**src/rtl/spim_csr_pkg.sv**
```systemverilog
package spim_csr_pkg;

   localparam logic [7:0] A_CFG  = 8'h00;
   localparam logic [7:0] A_STAT = 8'h04;
   localparam logic [7:0] A_IEN  = 8'h08;
   localparam logic [7:0] A_IDIS = 8'h0C;
   localparam logic [7:0] A_MASK = 8'h10;
   localparam logic [7:0] A_ON   = 8'h14;
   localparam logic [7:0] A_DLY  = 8'h18;
   localparam logic [7:0] A_TXD  = 8'h1C;
   localparam logic [7:0] A_RXD  = 8'h20;
   localparam logic [7:0] A_IDLE = 8'h24;
   localparam logic [7:0] A_WM   = 8'h28;

   localparam int CB_MASTER = 0;
   localparam int CB_CPOL   = 1;
   localparam int CB_CPHA   = 2;
   localparam int CB_BAUD   = 3;
   localparam int CB_SS     = 10;
   localparam int CB_MSS    = 14;
   localparam int CB_MSE    = 15;
   localparam int CB_GO     = 16;
   localparam int SS_W      = 4;
   localparam int BAUD_W    = 3;

   typedef enum logic [3:0] {
      RS_CFG, RS_STAT, RS_IEN, RS_IDIS, RS_MASK, RS_ON,
      RS_DLY, RS_TXD, RS_RXD, RS_IDLE, RS_WM, RS_NONE
   } reg_sel_e;

endpackage

```
**src/rtl/spim_csr_decode.sv**
```systemverilog
module spim_csr_decode
   import spim_csr_pkg::*;
#(
   parameter int ADDR_W = 8
) (
   input  logic [ADDR_W-1:0] addr,
   output reg_sel_e          sel
);
   generate
      if (ADDR_W < 8) begin : g_chk_aw
         $error("ADDR_W must be at least 8");
      end
   endgenerate

   always_comb begin
      case (addr)
         ADDR_W'(A_CFG):  sel = RS_CFG;
         ADDR_W'(A_STAT): sel = RS_STAT;
         ADDR_W'(A_IEN):  sel = RS_IEN;
         ADDR_W'(A_IDIS): sel = RS_IDIS;
         ADDR_W'(A_MASK): sel = RS_MASK;
         ADDR_W'(A_ON):   sel = RS_ON;
         ADDR_W'(A_DLY):  sel = RS_DLY;
         ADDR_W'(A_TXD):  sel = RS_TXD;
         ADDR_W'(A_RXD):  sel = RS_RXD;
         ADDR_W'(A_IDLE): sel = RS_IDLE;
         ADDR_W'(A_WM):   sel = RS_WM;
         default:         sel = RS_NONE;
      endcase
   end
endmodule

```
**src/rtl/spim_cfg_bank.sv**
```systemverilog
module spim_cfg_bank
   import spim_csr_pkg::*;
#(
   parameter int          DATA_W = 32,
   parameter int          IDLE_W = 8,
   parameter int          WM_W   = 8,
   parameter logic [7:0]  WM_RST = 8'd1
) (
   input  logic              clk,
   input  logic              rst_n,
   input  logic              wr_cfg,
   input  logic              wr_on,
   input  logic              wr_dly,
   input  logic              wr_idle,
   input  logic              wr_wm,
   input  logic [DATA_W-1:0] wdata,
   output logic [DATA_W-1:0] cfg_word,
   output logic              on_q,
   output logic [DATA_W-1:0] dly_q,
   output logic [IDLE_W-1:0] idle_q,
   output logic [WM_W-1:0]   wm_q,
   output logic              master,
   output logic              cpol_act,
   output logic              cpha_act,
   output logic [BAUD_W-1:0] baud,
   output logic [SS_W-1:0]   ss,
   output logic              man_ss,
   output logic              man_start_en,
   output logic              start_pulse
);
   generate
      if (DATA_W < CB_GO + 1) begin : g_chk_dw
         $error("DATA_W too narrow for the configuration word");
      end
      if (IDLE_W > DATA_W || WM_W > DATA_W) begin : g_chk_fw
         $error("field wider than the data bus");
      end
   endgenerate

   logic cpol_q, cpha_q;
   logic on_rise;

   assign on_rise = wr_on && wdata[0] && !on_q;

   always_ff @(posedge clk or negedge rst_n) begin
      if (!rst_n) begin
         master       <= 1'b1;
         cpol_q       <= 1'b0;
         cpha_q       <= 1'b0;
         baud         <= BAUD_W'(1);
         ss           <= '1;
         man_ss       <= 1'b0;
         man_start_en <= 1'b0;
      end else if (wr_cfg) begin
         master       <= wdata[CB_MASTER];
         cpol_q       <= wdata[CB_CPOL];
         cpha_q       <= wdata[CB_CPHA];
         baud         <= wdata[CB_BAUD +: BAUD_W];
         ss           <= wdata[CB_SS +: SS_W];
         man_ss       <= wdata[CB_MSS];
         man_start_en <= wdata[CB_MSE];
      end
   end

   // Mode reaches the engine only on an off-to-on transition
   always_ff @(posedge clk or negedge rst_n) begin
      if (!rst_n) begin
         cpol_act <= 1'b0;
         cpha_act <= 1'b0;
      end else if (on_rise) begin
         cpol_act <= cpol_q;
         cpha_act <= cpha_q;
      end
   end

   always_ff @(posedge clk or negedge rst_n) begin
      if (!rst_n) begin
         on_q   <= 1'b0;
         dly_q  <= '0;
         idle_q <= '0;
         wm_q   <= WM_W'(WM_RST);
      end else begin
         if (wr_on)   on_q   <= wdata[0];
         if (wr_dly)  dly_q  <= wdata;
         if (wr_idle) idle_q <= wdata[IDLE_W-1:0];
         if (wr_wm)   wm_q   <= wdata[WM_W-1:0];
      end
   end

   assign start_pulse = wr_cfg && wdata[CB_GO];

   always_comb begin
      cfg_word                      = '0;
      cfg_word[CB_MASTER]           = master;
      cfg_word[CB_CPOL]             = cpol_q;
      cfg_word[CB_CPHA]             = cpha_q;
      cfg_word[CB_BAUD +: BAUD_W]   = baud;
      cfg_word[CB_SS +: SS_W]       = ss;
      cfg_word[CB_MSS]              = man_ss;
      cfg_word[CB_MSE]              = man_start_en;
   end

   // applied mode moves only on an off-to-on write
   p_mode_hold_r4: assert property (@(posedge clk) disable iff (!rst_n)
      !(wr_on && wdata[0] && !on_q) |=> $stable({cpol_act, cpha_act}));

endmodule

```
**src/rtl/spim_irq_bank.sv**
```systemverilog
module spim_irq_bank #(
   parameter int                 NUM_IRQ   = 7,
   parameter logic [NUM_IRQ-1:0] LEVEL_SRC = 7'b0111000,
   parameter bit                 IRQ_REG   = 1'b0
) (
   input  logic               clk,
   input  logic               rst_n,
   input  logic [NUM_IRQ-1:0] src,
   input  logic               wr_clr,
   input  logic               wr_set,
   input  logic               wr_dis,
   input  logic [NUM_IRQ-1:0] wbits,
   output logic [NUM_IRQ-1:0] status,
   output logic [NUM_IRQ-1:0] mask,
   output logic               irq
);
   generate
      if (NUM_IRQ < 5) begin : g_chk_n
         $error("NUM_IRQ must cover the fault and FIFO sources");
      end
   endgenerate

   logic [NUM_IRQ-1:0] stat_q;
   logic [NUM_IRQ-1:0] clr_vec;
   logic               any_hit;

   assign clr_vec = wr_clr ? wbits : '0;

   // New events take priority over a clear in the same cycle
   always_ff @(posedge clk or negedge rst_n) begin
      if (!rst_n) stat_q <= '0;
      else        stat_q <= ((stat_q & ~clr_vec) | src) & ~LEVEL_SRC;
   end

   always_ff @(posedge clk or negedge rst_n) begin
      if (!rst_n)      mask <= '0;
      else if (wr_set) mask <= mask | wbits;
      else if (wr_dis) mask <= mask & ~wbits;
   end

   assign status  = stat_q | (src & LEVEL_SRC);
   assign any_hit = |(status & mask);

   generate
      if (IRQ_REG) begin : g_irq_ff
         always_ff @(posedge clk or negedge rst_n) begin
            if (!rst_n) irq <= 1'b0;
            else        irq <= any_hit;
         end
      end else begin : g_irq_comb
         assign irq = any_hit;
         // nothing enabled means no request
         p_quiet_r9: assert property (@(posedge clk) disable iff (!rst_n)
            (mask == '0) |-> !irq);
      end
   endgenerate

   // a latched event survives any cycle that does not clear it
   p_hold_r6: assert property (@(posedge clk) disable iff (!rst_n)
      1'b1 |=> ((status & $past(status & ~clr_vec & ~LEVEL_SRC))
               == $past(status & ~clr_vec & ~LEVEL_SRC)));

   // an arriving event is visible next cycle even under a clear
   p_evt_wins_r7: assert property (@(posedge clk) disable iff (!rst_n)
      (|(src & ~LEVEL_SRC)) |=> ((status & $past(src & ~LEVEL_SRC))
                                == $past(src & ~LEVEL_SRC)));

   // set port raises, disable port lowers
   p_mask_set_r5: assert property (@(posedge clk) disable iff (!rst_n)
      wr_set |=> ((mask & $past(wbits)) == $past(wbits)));
   p_mask_dis_r5: assert property (@(posedge clk) disable iff (!rst_n)
      (wr_dis && !wr_set) |=> ((mask & $past(wbits)) == '0));

endmodule

```
**src/rtl/spim_csr_unit.sv**
```systemverilog
module spim_csr_unit
   import spim_csr_pkg::*;
#(
   parameter int ADDR_W  = 8,
   parameter int DATA_W  = 32,
   parameter int NUM_IRQ = 7,
   parameter int IDLE_W  = 8,
   parameter int WM_W    = 8
) (
   input  logic               clk,
   input  logic               rst_n,
   input  logic               psel,
   input  logic               penable,
   input  logic               pwrite,
   input  logic [ADDR_W-1:0]  paddr,
   input  logic [DATA_W-1:0]  pwdata,
   output logic [DATA_W-1:0]  prdata,
   input  logic [NUM_IRQ-1:0] irq_src,
   input  logic [7:0]         rx_byte,
   output logic               tx_push,
   output logic [7:0]         tx_byte,
   output logic               rx_pop,
   output logic               start_pulse,
   output logic               ctl_en,
   output logic               ctl_master,
   output logic               ctl_cpol,
   output logic               ctl_cpha,
   output logic [BAUD_W-1:0]  ctl_baud,
   output logic [SS_W-1:0]    ctl_ss,
   output logic               ctl_man_ss,
   output logic               ctl_man_start,
   output logic [DATA_W-1:0]  ctl_delay,
   output logic [IDLE_W-1:0]  ctl_idle,
   output logic [WM_W-1:0]    ctl_wm,
   output logic               irq
);
   localparam logic [NUM_IRQ-1:0] LEVEL_SRC = NUM_IRQ'(7'b0111000);

   generate
      if (NUM_IRQ > DATA_W) begin : g_chk_irq
         $error("NUM_IRQ exceeds DATA_W");
      end
   endgenerate

   reg_sel_e           sel;
   logic               acc, wr, rd;
   logic [DATA_W-1:0]  cfg_word;
   logic [NUM_IRQ-1:0] status, mask;

   assign acc = psel && penable;
   assign wr  = acc && pwrite;
   assign rd  = acc && !pwrite;

   spim_csr_decode #(.ADDR_W(ADDR_W)) u_dec (
      .addr (paddr),
      .sel  (sel)
   );

   spim_cfg_bank #(
      .DATA_W (DATA_W),
      .IDLE_W (IDLE_W),
      .WM_W   (WM_W),
      .WM_RST (8'd1)
   ) u_cfg (
      .clk          (clk),
      .rst_n        (rst_n),
      .wr_cfg       (wr && sel == RS_CFG),
      .wr_on        (wr && sel == RS_ON),
      .wr_dly       (wr && sel == RS_DLY),
      .wr_idle      (wr && sel == RS_IDLE),
      .wr_wm        (wr && sel == RS_WM),
      .wdata        (pwdata),
      .cfg_word     (cfg_word),
      .on_q         (ctl_en),
      .dly_q        (ctl_delay),
      .idle_q       (ctl_idle),
      .wm_q         (ctl_wm),
      .master       (ctl_master),
      .cpol_act     (ctl_cpol),
      .cpha_act     (ctl_cpha),
      .baud         (ctl_baud),
      .ss           (ctl_ss),
      .man_ss       (ctl_man_ss),
      .man_start_en (ctl_man_start),
      .start_pulse  (start_pulse)
   );

   spim_irq_bank #(
      .NUM_IRQ   (NUM_IRQ),
      .LEVEL_SRC (LEVEL_SRC),
      .IRQ_REG   (1'b0)
   ) u_irq (
      .clk    (clk),
      .rst_n  (rst_n),
      .src    (irq_src),
      .wr_clr (wr && sel == RS_STAT),
      .wr_set (wr && sel == RS_IEN),
      .wr_dis (wr && sel == RS_IDIS),
      .wbits  (pwdata[NUM_IRQ-1:0]),
      .status (status),
      .mask   (mask),
      .irq    (irq)
   );

   assign tx_push = wr && sel == RS_TXD;
   assign tx_byte = pwdata[7:0];
   assign rx_pop  = rd && sel == RS_RXD;

   always_comb begin
      prdata = '0;
      if (rd) begin
         case (sel)
            RS_CFG:  prdata = cfg_word;
            RS_STAT: prdata = DATA_W'(status);
            RS_MASK: prdata = DATA_W'(mask);
            RS_ON:   prdata = DATA_W'(ctl_en);
            RS_DLY:  prdata = ctl_delay;
            RS_RXD:  prdata = DATA_W'(rx_byte);
            RS_IDLE: prdata = DATA_W'(ctl_idle);
            RS_WM:   prdata = DATA_W'(ctl_wm);
            default: prdata = '0;
         endcase
      end
   end

   // one bus access cannot both push and pop
   p_strobe_excl_r10: assert property (@(posedge clk) disable iff (!rst_n)
      !(tx_push && rx_pop));

   // a pop only happens during a read access
   p_pop_rd_r11: assert property (@(posedge clk) disable iff (!rst_n)
      rx_pop |-> (psel && penable && !pwrite));

endmodule

```
**config.mk**
```make
export PLATFORM = sky130hd
export DESIGN_NAME = spim_csr_unit
export DESIGN_NICKNAME = d
export VERILOG_FILES = /design/src/rtl/spim_csr_pkg.sv /design/src/rtl/spim_csr_decode.sv /design/src/rtl/spim_cfg_bank.sv /design/src/rtl/spim_irq_bank.sv /design/src/rtl/spim_csr_unit.sv
export SDC_FILE = /design/constraint.sdc
export NUM_CORES = 1
export LEC_CHECK = 0
export ABC_AREA = 1
export ABC_CLOCK_PERIOD_IN_PS = 2700
export CAP_MARGIN = 5
export CORE_MARGIN = 2
export CORE_UTILIZATION = 40
export DETAILED_ROUTE_END_ITERATION = 7
export PLACE_DENSITY = 0.75
export SETUP_SLACK_MARGIN = 0.4
export SLEW_MARGIN = 20
export SYNTH_ARGS = -nofsm -noshare
export SYNTH_HDL_FRONTEND = slang
export SYNTH_SLANG_ARGS = --single-unit
```
**constraint.sdc**
```tcl
create_clock -name clk -period 2.7 [get_ports clk]
set_clock_uncertainty 0.1 [all_clocks]
set_input_delay 0.81 -clock clk [delete_from_list [all_inputs] [get_ports clk]]
set_output_delay 0.81 -clock clk [all_outputs]
set_load 0.01 [all_outputs]
```
Word level (Yosys, flattened, before mapping). Cells that the tools add are included.

Reduce and logical (&&, ||, !) cells: 22. Multiplexer cells: 6. Equality and inequality tests: 20. Bitwise operators: 8.

Operators by type and width (number): 32-bit case mux with 8 select lines (1); 4-bit case mux with 11 select lines (1); 8-bit by 5-bit equality test with 1-bit output, second input constant (4); 32-bit 2-to-1 mux (1); 8-bit by 6-bit equality test with 1-bit output, second input constant (3); 7-bit bitwise AND (3); 7-bit 2-to-1 mux (3); 4-bit by 3-bit equality test with 1-bit output, second input constant (4); 8-bit by 4-bit equality test with 1-bit output, second input constant (2); 1-bit logical AND (16); 7-bit inverter (2); 7-bit OR (2); 4-bit equality test, second input constant (3); 4-bit by 2-bit equality test with 1-bit output, second input constant (2); 8-bit by 3-bit equality test with 1-bit output, second input constant (1); 8-bit zero test (1); 7-bit by 6-bit OR with 7-bit output (1); 7-bit OR reduction (1); 4-bit by 1-bit equality test with 1-bit output, second input constant (1); 4-bit zero test (1); 1-bit zero test (2); 2-bit nonzero test (1).

Word-level logic and storage cells: 71. Output and inout port bits: 105. Register bits: 74.

Longest topological paths before layout. Gate-level depths: netlist of run 1.

Word-level depth: 8. Mapped depth: 10.

Hierarchy. Synthesis of run 1 repeated with hierarchy kept, for this count alone.

Cell total of the unflattened synthesis: 663. Area total of the unflattened synthesis: 4774.6 sq um.

Modules (own cells, without submodules): spim_cfg_bank (area an instance 2877.8 sq um, sequential area each 1585.3 sq um, cells each 300, times used 1); spim_csr_unit (area an instance 1172.4 sq um, sequential area each 0.0 sq um, cells each 253, times used 1); spim_irq_bank (area an instance 500.5 sq um, sequential area each 275.3 sq um, cells each 64, times used 1); spim_csr_decode (area an instance 224.0 sq um, sequential area each 0.0 sq um, cells each 46, times used 1).

Worst setup path after synthesis of run 1. OpenSTA, ideal clock, no wires.

Kind: in2out. From: input paddr[7]. To: output prdata[4]. Stages: 8. Path slack: -5 ps. Data required time: 1790 ps. Arrival time: 1795 ps. Path through: nor2_4 -> nand2_1 -> nor2_2 -> buf_4 -> nand2_1 -> nand2_1 -> nor2_1 -> a21oi_1.

Longest elaborated chain between the ends: 5. Elaborated cells between the ends (all ways): 22.

RTL lines: start, declared (RTL line spim_csr_unit.sv:15) `input logic [ADDR_W-1:0] paddr,`; 8-bit by 6-bit equality test with 1-bit output (tied with other cells) (RTL line spim_csr_decode.sv:16) `case (addr)`; 4-bit case mux with 11 select lines * (RTL line spim_csr_decode.sv:16); 4-bit equality test (tied with other cells) (RTL line spim_csr_unit.sv:112) `case (sel)`; 32-bit case mux with 8 select lines * (RTL line spim_csr_unit.sv:112); 32-bit 2-to-1 mux * (RTL line spim_csr_unit.sv:111) `if (rd) begin`; end, declared (RTL line spim_csr_unit.sv:17) `output logic [DATA_W-1:0] prdata,`.

Mark *: on every way between the ends. The rest lies on a longest branch, timed or not.

Worst setup path after layout of run 1.
From: input paddr[4]. To: output prdata[0].

Same word-level chain as after synthesis.

==> results of run 1 <==
## logic make-up (layout without fill, tap and decap cells)
family,after synthesis,after routing
flops,74,74
simple gates,336,337
buf+inv,75,330
compound gates,71,71
## flip-flops by register name (all words and copies together) (netlist names), named ones only
signal              cells
u_cfg.dly_q            32
u_cfg.idle_q            8
u_cfg.wm_q              8
u_cfg.ss                4
u_irq.stat_q            4
u_cfg.baud              3
u_cfg.cpha_act          1
u_cfg.cpha_q            1
u_cfg.cpol_act          1
u_cfg.cpol_q            1
u_cfg.man_ss            1
u_cfg.man_start_en      1
u_cfg.master            1
u_cfg.on_q              1
## critical path: cells and delay by family
kind,cells,cell delay (ns)
compound gates,1,0.15
buf+inv,4,0.49
simple gates,6,0.67
## through the flow
| stage | worst slack, ns | power [W] |
|---|---|---|
| floorplan | 0.0922 | 0.00125 |
| global placement | -1.17 | 0.00146 |
| detailed placement | -1.19 | 0.00146 |
| CTS | -0.290 | 0.00237 |
| global route | -0.374 | 0.00247 |
| finish | -0.339 | 0.00238 |
## per-layer routing
| layer | track usage | up-vias | wire length [um] |
|---|---|---|---|
| met5 | 0 | - | 0 |
| met4 | 0.110 | 0 | 518 |
| met3 | 0.0708 | 41 | 1050 |
| met2 | 0.533 | 225 | 8710 |
| met1 | 0.380 | 2319 | 6810 |
| li1 | - | 2232 | - |
## power groups by stage
stage	clock (W)	combinational (W)	sequential, W
after global placement	0	0.000298	0.00116
after global routing	0.000941	0.000390	0.00114
after detailed placement	0	0.000302	0.00116
after CTS	0.000890	0.000341	0.00114
final	0.000875	0.000369	0.00114
after floorplan	0	0.0000905	0.00116
## cell usage after synthesis
cell type and count:
dfstp_2 7, nor2_4 5, clkbuf_1 2, buf_4 10, o21ai_1 34, o22ai_1 1
nand3_1 23, nor2_2 3, nand4_1 3, inv_2 2, buf_6 6, dfrtp_1 67
inv_1 45, o21ai_2 6, a221oi_1 1, clkinv_1 1, a21oi_1 10, buf_2 9
nor2_1 57, nor3_1 3, nand2_2 5, nor3_2 1, and2_1 1, o21ai_0 19
nand3_2 4, nand2_1 231
## repair_timing
action                                  4_1_cts  5_1_grt
gates cloned                                  6        0
setup buffers                                35       14
gates resized for setup                     387       59
pin swaps                                    52       43
endpoints found under the setup margin      113       45
hold buffers                                  0        0
## cell type report
type	count	area, um2
clock buffers	14	153
flip-flops and latches	74	1860
clock inverters	2	38.8
fillers	682	2200
repair inverters	1	16.3
repair buffers	265	2620
inverters	48	230
multi-input cells	408	2480
well taps	133	166
## final timing paths
kind	cells past startpoint	slack, ns	to
max	11	-0.34	prdata[0]
min	1	0.25	u_cfg.dly_q[30]$_DFFE_PN0P_
max reg2reg	4	1.71	u_cfg.cpol_act$_DFFE_PN0P_
min reg2reg	2	0.39	u_cfg.ss[0]$_DFFE_PN1N_
min in group clk	2	0.39	u_cfg.ss[0]$_DFFE_PN1N_
max in group asynchronous	2	1.68	u_cfg.ss[0]$_DFFE_PN1N_
==> metrics.yaml, run 1 <==
hold_ws_ns: 0.245
die_x_um: 104
ys_seq_elements: 74
swShare: 0.260
rows: 36
cp_slowest_cell: "nor2_4"
p_int_w: 0.00176
fp.dieH_um: 104
finish.instance_area_um2: 7570
htreeDepth: 3
syn_nets: 616
finalCoreUtilization: 0.774
synth_area_um2: 4010
fmax_mhz: 329
clock_sinks: 74
synth_warnings: 0
arrival_ns: 2.13
via_per_inst: 5.10
path_common_cell: "buf_6"
synthTopCellsByArea: "dfrtp_1 (42%), nand2_1 (22%), nor2_1 (5.3%)"
num_io_pins: 165
grt_max_degree: 37
layout_setup_ws_ns: -0.339
antenna_found_initial: 0
start_util: 0.410
antenna-diode-count: 0
dpl.hpwl_mm: 10.5
grt_pass1_vias: 4854
comb_power_share: 0.155
post_drt_wl_per_cell_um: 18.1
path_class: "primary input to primary output"
dieArea_um2: 10800
cap_violations: 0
clk_pin_slew_worst_paths_ns: 0.08
drc_errors: 0
tightest_slew_ns: 0.341
power_switching_w: 0.000619
synth_compound_area_frac: 0.0954
dp.cells: 874
fin_cells: 945
grt_pass1_wl_mm: 26.3
clockBufferDepth: 2
synth_top_family_by_area: "simple AND/OR/NAND/NOR gates"
synth.top_cell.area_share: 0.418
muxShareOfSynthArea: 0
fin_crit_ns: 3.04
cellPowerDensity_nw_per_um2: 315
hold_path.class: "primary input to async pin"
rsz0062_at_grt: "true"
yosys.area_share.simple: 0.347
vias: 4817
crit-reg2reg-launch: "u_cfg.on_q$_DFFE_PN0N_"
syn_inst: 556
placed_cell_area_um2: 6410
cts_inserted_buffers: 9
startpoint: "paddr[4]"
p_leak_nw: 3.76
finalCritPeriodShare: 1.13
violations: "setup timing"
path_max_fanout: 8
final_cell_mix: "nand2_1 (171), clkdlybuf4s50_1 (87), dfrtp_1 (65)"
status: "finished, violations left"
cts-root-buf: "clkbuf_8"
sequentialPowerShare: 0.478
synth_xor_area_frac: 0
startpoint_type: "primary input"
critPathMaxStageDelay_ns: 0.22
finalHoldViolCount: 0
max_slew_margin: 0.772
insertion_delay_ns: 0.36
overflow: 0
setup_viol: 35
synth.avg_cell_area_um2: 7.21
place.gp.congestion: 0.900
cts_tree: "yes"
layout_commonest_cell: "nand2_1"
grt_usage: 0.309
crit_chain: "buf_6, buf_6, nor2_4, nand2_4, buf_6, nor2_4, nand2_1, nand2_2, nor2_2, a21oi_4, buf_6"
nets: 867
yosysSeqAreaShare: 0.464
synthAdderAreaFrac: 0
coreArea_um2: 9770
synth.largest_area_cell: "dfrtp_1"
ant_nets: 0
yosysUniqueCellTypes: 26
drt_iter0_drc: 288
drive_gt1_frac: 0.422
fin_tns_setup_ns: -6.66
crit_path_end_kind: "primary output"
wl_mm: 17.1
drt_first_pass_iters: 4
cp.required_ns: 1.79
pwr-share-clk: 0.367
synthToLayoutAreaGrowth_pct: 88.7
numPortBuffers: 164
slew_viol_final: 0
ir_drop_v: 0.000234
(Power assumes the default switching activity.)
==> run 2, diff against run 1 <==
--- a/config.mk
+++ b/config.mk
@@ -8,6 +8,7 @@
 export ABC_AREA = 1
 export ABC_CLOCK_PERIOD_IN_PS = 2700
 export CAP_MARGIN = 5
+export CORE_ASPECT_RATIO = 0.75
 export CORE_MARGIN = 2
 export CORE_UTILIZATION = 40
 export DETAILED_ROUTE_END_ITERATION = 7
==> constraint.sdc (replaced) <==
create_clock -name clk -period 2.7 [get_ports clk]
set_clock_uncertainty 0.1 [all_clocks]
set_input_delay 0.675 -clock clk [delete_from_list [all_inputs] [get_ports clk]]
set_output_delay 0.675 -clock clk [all_outputs]
set_load 0.01 [all_outputs]
==> run 2 against run 1 <==
Against the previous run:
- non-clock buffer count decreased by 24
- global-route usage fell by 2.1 points
- setup slack gained 0.24 ns
- maximum frequency grew 8.5%
- the run still ends with setup timing left
- critical path depth up 2
- flip-flop and latch count unchanged
==> metrics.yaml, run 2 (same netlist as run 1, synthesis figures left out) <==
status: "finished, violations left"  # unchanged
violations: "setup timing"  # unchanged
layout_commonest_cell: "nand2_1"  # unchanged
fmax_mhz: 357  # was 329 MHz
cp.required_ns: 1.92  # was 1.79 ns
cp_top_family: "simple AND/OR/NAND/NOR gates"  # unchanged
slew_viol_final: 0  # unchanged
r2r-end: "u_cfg.cpha_act$_DFFE_PN0P_"  # was u_cfg.cpol_act$_DFFE_PN0P_
cellPowerDensity_nw_per_um2: 368  # was 315 nW/um2
dpl.hpwl_mm: 10.4  # was 10.5 mm
crit_chain: "buf_8, nor2_4, buf_6, buf_4, buf_4, nand2_1, nor2_2, nor2_4, nand3_2, nand2_1, nand2_1, nor2_2, buf_2"  # was buf_6, buf_6, nor2_4, nand2_4, buf_6, nor2_4, nand2_1, nand2_2, nor2_2, a21oi_4, buf_6
setup_viol: 12  # was 35
insertion_delay_ns: 0.33  # was 0.36 ns
synthToLayoutAreaGrowth_pct: 77.2  # was 88.7%
via_per_inst: 5.27  # was 5.10
top_register: "u_cfg.dly_q"  # unchanged
r2r_slack_ns: 1.66  # was 1.71 ns
drc_errors: 0  # unchanged
ant_nets: 0  # unchanged
fin_crit_ns: 2.80  # was 3.04 ns
start_util: 0.414  # was 0.410
place.gp.congestion: 0.927  # was 0.900
grt_usage: 0.288  # was 0.309
hold_path.class: "primary input to async pin"  # unchanged
die_x_um: 120  # was 104 um
clk_pin_slew_worst_paths_ns: 0.06  # was 0.08 ns
clockBufferDepth: 2  # unchanged
fp.dieH_um: 90.7  # was 104 um
num_io_pins: 165  # unchanged
p_leak_nw: 3.30  # was 3.76 nW
path_common_cell: "nand2_1"  # was buf_6
critPathMaxStageDelay_ns: 0.20  # was 0.22 ns
overflow: 0  # unchanged
arrival_ns: 2.03  # was 2.13 ns
max_slew_margin: 0.600  # was 0.772
final_cell_mix: "nand2_1 (202), clkdlybuf4s50_1 (107), dfrtp_1 (67)"  # was nand2_1 (171), clkdlybuf4s50_1 (87), dfrtp_1 (65)
cp_slowest_cell: "nor2_2"  # was nor2_4
tightest_slew_ns: 0.599  # was 0.341 ns
path_class: "primary input to primary output"  # unchanged
drt_first_pass_iters: 5  # was 4
largest_reg_flops: 32  # unchanged
nets: 842  # was 867
finalHoldViolCount: 0  # unchanged
cts-root-buf: "clkbuf_16"  # was clkbuf_8
rows: 31  # was 36
wl_mm: 16.1  # was 17.1 mm
startpoint_type: "primary input"  # unchanged
grt_pass1_vias: 4780  # was 4,854
drive_gt1_frac: 0.339  # was 0.422
grt_pass1_wl_mm: 24.5  # was 26.3 mm
worst-path-buf-inv: 5  # was 4
grt_max_degree: 42  # was 37
crit_cells: 13  # was 11
numPortBuffers: 164  # unchanged
path_max_fanout: 3  # was 8
rsz0062_at_grt: "true"  # unchanged
layout_setup_ws_ns: -0.102  # was -0.339 ns
fin_tns_setup_ns: -0.644  # was -6.66 ns
antenna_found_initial: 1  # was 0
dieArea_um2: 10900  # was 10,800 um2
r2r_cells: 4  # unchanged
ir_drop_v: 0.000336  # was 0.000234 V
vias: 4845  # was 4,817
post_drt_wl_per_cell_um: 17.5  # was 18.1 um
finalCritPeriodShare: 1.04  # was 1.13
htreeDepth: 3  # unchanged
placed_cell_area_um2: 6180  # was 6410 um2
num-fill-cells: 694  # was 682
coreArea_um2: 9700  # was 9770 um2
cts_tree: "yes"  # unchanged
drt_iter0_drc: 440  # was 288
crit_path_end_kind: "primary output"  # unchanged
cap_violations: 0  # unchanged
crit-reg2reg-launch: "u_cfg.on_q$_DFFE_PN0N_"  # unchanged
finish.instance_area_um2: 7110  # was 7570 um2
reg_top3: "u_cfg.dly_q (32), u_cfg.idle_q (8), u_cfg.wm_q (8)"  # unchanged
cts_inserted_buffers: 9  # unchanged
clock_sinks: 74  # unchanged
[run 2: cell count changes in the layout (fill, tap and decap cells not counted), sizes merged, moves of 2 or more]
cell           before  now
dlymetal6s2s        3    0
clkinv              4    2
clkinvlp            0    3
buf               157  125
clkdlybuf4s50      87  107
inv                46   49
dlygate4sd2        16    7
clkbuf             16   10
[run 2: per-stage QoR]
step           setup WS, ns  utilization  hold slack, ns  power, W  std cells
3_3_place_gp         -0.788        0.637           0.375   0.00142        866
4_1_cts             -0.0491        0.719           0.262   0.00260        913
2_1_floorplan         0.362            -           0.279   0.00124        556
6_report             -0.102        0.733           0.243   0.00262        920
5_1_grt              -0.165        0.733           0.285   0.00270        920
3_5_place_dp         -0.861        0.637           0.385   0.00143        866
[run 2: cell type report]
| class | instances | area, um2 | share of cell area |
|---|---|---|---|
| antenna | 1 | 2.50 | 0.000352 |
| multi-input combinational | 408 | 2230 | 0.314 |
| timing repair buffer | 241 | 2370 | 0.333 |
| inverter | 48 | 193 | 0.0271 |
| clock buffer | 10 | 239 | 0.0336 |
| clock inverter | 6 | 48.8 | 0.00686 |
| tap | 132 | 165 | 0.0232 |
| sequential | 74 | 1860 | 0.262 |
[run 2: routing by layer]
metal | vias up | GRT usage | part of all wire
li1 | 2192 | - | -
met1 | 2325 | 0.385 | 0.42
met2 | 285 | 0.463 | 0.48
met3 | 43 | 0.0669 | 0.081
met4 | 0 | 0.0892 | 0.027
met5 | - | 0 | 0
[run 2: report_power, final]
part	internal [W]	total [W]	switching, W
combinational	0.000167	0.000329	0.000162
clock	0.000655	0.00115	0.000497
sequential	0.00112	0.00114	0.0000142
total	0.00195	0.00262	0.000673
[run 2: worst max path at each step]
| stage | from | endpoint | slack (ns) |
|---|---|---|---|
| after floorplan | paddr[3] | prdata[1] | 0.36 |
| after global placement | paddr[7] | prdata[11] | -0.79 |
| after detailed placement | paddr[3] | prdata[7] | -0.86 |
| after CTS | paddr[6] | prdata[5] | -0.05 |
| after global routing | paddr[0] | tx_push | -0.17 |
| final | paddr[0] | tx_push | -0.10 |
[run 2: what timing repair did]
| action | 4_1_cts | 5_1_grt |
|---|---|---|
| cloned | 6 | 0 |
| buffers inserted | 25 | 6 |
| setup endpoints to repair | 51 | 36 |
| hold buffers | 0 | 0 |
| gates resized for setup | 300 | 47 |
| pin swaps | 53 | 31 |
[run 2: worst register-to-register path, stage by stage (launching register included)]
cell and delay, ns:
dfrtp_1 0.42, inv_1 0.09, nand3_1 0.14, nand2_1 0.10, o21ai_1 0.07
==> run 3, diff against run 2 <==
--- a/config.mk
+++ b/config.mk
@@ -12,6 +12,7 @@
 export CORE_MARGIN = 2
 export CORE_UTILIZATION = 40
 export DETAILED_ROUTE_END_ITERATION = 7
+export GPL_TIMING_DRIVEN = 0
 export PLACE_DENSITY = 0.75
 export SETUP_SLACK_MARGIN = 0.4
 export SLEW_MARGIN = 20
==> run 3 against run 2 <==
Against the previous run:
- the flow still finishes with violations (setup timing)
- total power rose by 3.0%
- flip-flop and latch count did not move
- maximum frequency fell by 0.93%
- sequential share of layout area decreased by 0.69 points
- critical path depth down 1
- critical endpoint unchanged
- largest power group unchanged
==> metrics.yaml, run 3 (same netlist as run 1, synthesis figures left out) <==
tightest_slew_ns: 0.390  # was 0.599 ns
crit_path_end_kind: "primary output"  # unchanged
antenna_found_initial: 0  # was 1
r2r_cells: 4  # unchanged
layout_setup_ws_ns: -0.129  # was -0.102 ns
setup_viol: 14  # was 12
placed_cell_area_um2: 6030  # was 6180 um2
dp.cells: 853  # was 866
finalCritPeriodShare: 1.05  # was 1.04
cellPowerDensity_nw_per_um2: 369  # was 368 nW/um2
dpl.hpwl_mm: 10.4  # about the same
path_max_fanout: 4  # was 3
drive_gt1_frac: 0.363  # was 0.339
dp_slack_ns: -1.04  # was -0.861 ns
path_class: "primary input to primary output"  # unchanged
wl_mm: 17.6  # was 16.1 mm
insertion_delay_ns: 0.34  # was 0.33 ns
cts-root-buf: "clkbuf_16"  # unchanged
drc_errors: 0  # unchanged
fin_crit_ns: 2.83  # was 2.80 ns
place.gp.congestion: 0.929  # was 0.927
clock_sinks: 74  # unchanged
die_x_um: 120  # unchanged
fmax_mhz: 354  # was 357 MHz
power.total_w: 0.00270  # was 0.00262 W
rsz0062_at_grt: "true"  # unchanged
cts_inserted_buffers: 9  # unchanged
fin_tns_setup_ns: -0.740  # was -0.644 ns
grt_usage: 0.295  # was 0.288
arrival_ns: 2.05  # was 2.03 ns
largest_reg_flops: 32  # unchanged
startpoint: "paddr[7]"  # was paddr[0]
overflow: 0  # unchanged
drt_iter0_drc: 505  # was 440
p_leak_nw: 3.40  # was 3.30 nW
reg_top3: "u_cfg.dly_q (32), u_cfg.idle_q (8), u_cfg.wm_q (8)"  # unchanged
clockBufferDepth: 2  # unchanged
finish.instance_area_um2: 7300  # was 7110 um2
cp.required_ns: 1.92  # about the same
grt_pass1_vias: 4731  # was 4,780
final_cell_mix: "nand2_1 (191), clkdlybuf4s50_1 (101), dfrtp_1 (67)"  # was nand2_1 (202), clkdlybuf4s50_1 (107), dfrtp_1 (67)
ir_drop_v: 0.000328  # was 0.000336 V
violations: "setup timing"  # unchanged
startpoint_type: "primary input"  # unchanged
nets: 845  # was 842
clk_pin_slew_worst_paths_ns: 0.06  # about the same
dieArea_um2: 10900  # unchanged
cap_violations: 0  # unchanged
multiInputGateArea_um2: 2300  # was 2230 um2
ant_nets: 0  # unchanged
start_util: 0.414  # unchanged
top_register: "u_cfg.dly_q"  # unchanged
drt_first_pass_iters: 5  # unchanged
htreeDepth: 3  # unchanged
layout_commonest_cell: "nand2_1"  # unchanged
vias: 5035  # was 4,845
post_drt_wl_per_cell_um: 19.1  # was 17.5 um
max_slew_margin: 0.737  # was 0.600
via_per_inst: 5.46  # was 5.27
slew_viol_final: 0  # unchanged
num-fill-cells: 637  # was 694
grt_pass1_wl_mm: 24.7  # was 24.5 mm
fp.dieH_um: 90.7  # unchanged
seq_area_um2: 1860  # unchanged
finalHoldViolCount: 0  # unchanged
rows: 31  # unchanged
num_io_pins: 165  # unchanged
crit-reg2reg-launch: "u_cfg.on_q$_DFFE_PN0N_"  # unchanged
fin_cells: 922  # was 920
status: "finished, violations left"  # unchanged
cts_tree: "yes"  # unchanged
hold_buffers: 0  # unchanged
hold_path.class: "primary input to async pin"  # unchanged
numPortBuffers: 164  # unchanged
antenna-diode-count: 0  # was 1
synthToLayoutAreaGrowth_pct: 82.1  # was 77.2%
grt_max_degree: 55  # was 42
coreArea_um2: 9700  # unchanged
run 3: critical path: stages:
cell     delay [ns]
buf_8          0.10
nor2_4         0.23
nand2_4        0.13
nor2_4         0.17
buf_6          0.15
buf_6          0.13
nor2_2         0.04
nand3_2        0.08
nand2_1        0.09
nand2_1        0.09
nor2_2         0.03
buf_2          0.13
run 3: per-layer routing:
layer	GRT usage	up-vias	routed length, um
met5	0	-	0
met4	0.112	0	843
met3	0.0890	80	1830
met2	0.459	354	8170
met1	0.387	2411	6800
li1	-	2190	-
run 3: metrics by stage:
step / utilization / hold slack [ns]
after floorplan: - / 0.279
after global placement: 0.619 / 0.370
after detailed placement: 0.621 / 0.375
after CTS: 0.713 / 0.144
after global routing: 0.753 / 0.154
final: 0.753 / 0.135
run 3: layout make-up:
cell class / count / area share
Buffer: 27 / 0.0385
Clock buffer: 10 / 0.0314
Multi-Input combinational cell: 407 / 0.315
Timing Repair Buffer: 218 / 0.300
Inverter: 48 / 0.0281
Tap cell: 132 / 0.0226
Clock inverter: 6 / 0.00925
Sequential cell: 74 / 0.255
run 3: worst paths after layout:
check                      slack (ns)                         end
max                             -0.13                     tx_push
min reg2reg                      0.38     u_cfg.ss[0]$_DFFE_PN1N_
min in group clk                 0.38     u_cfg.ss[0]$_DFFE_PN1N_
min                              0.14    u_cfg.cpol_q$_DFFE_PN0N_
max reg2reg                      1.67  u_cfg.cpha_act$_DFFE_PN0P_
max in group asynchronous        1.74     u_cfg.ss[0]$_DFFE_PN1N_
run 3: where the power goes:
part           leakage, nW  total [W]  internal, W  switching [W]
Clock                0.139    0.00122     0.000719       0.000498
Sequential           0.980    0.00114      0.00112      0.0000146
Combinational         2.29   0.000341     0.000175       0.000167
Total                 3.40    0.00270      0.00202       0.000679
run 3: what timing repair did:
item	4_1_cts	5_1_grt
endpoints found under the hold margin	0	0
gates resized for setup	332	84
pin swaps	68	43
endpoints found under the setup margin	48	41
setup buffers	41	10
gates cloned	2	0
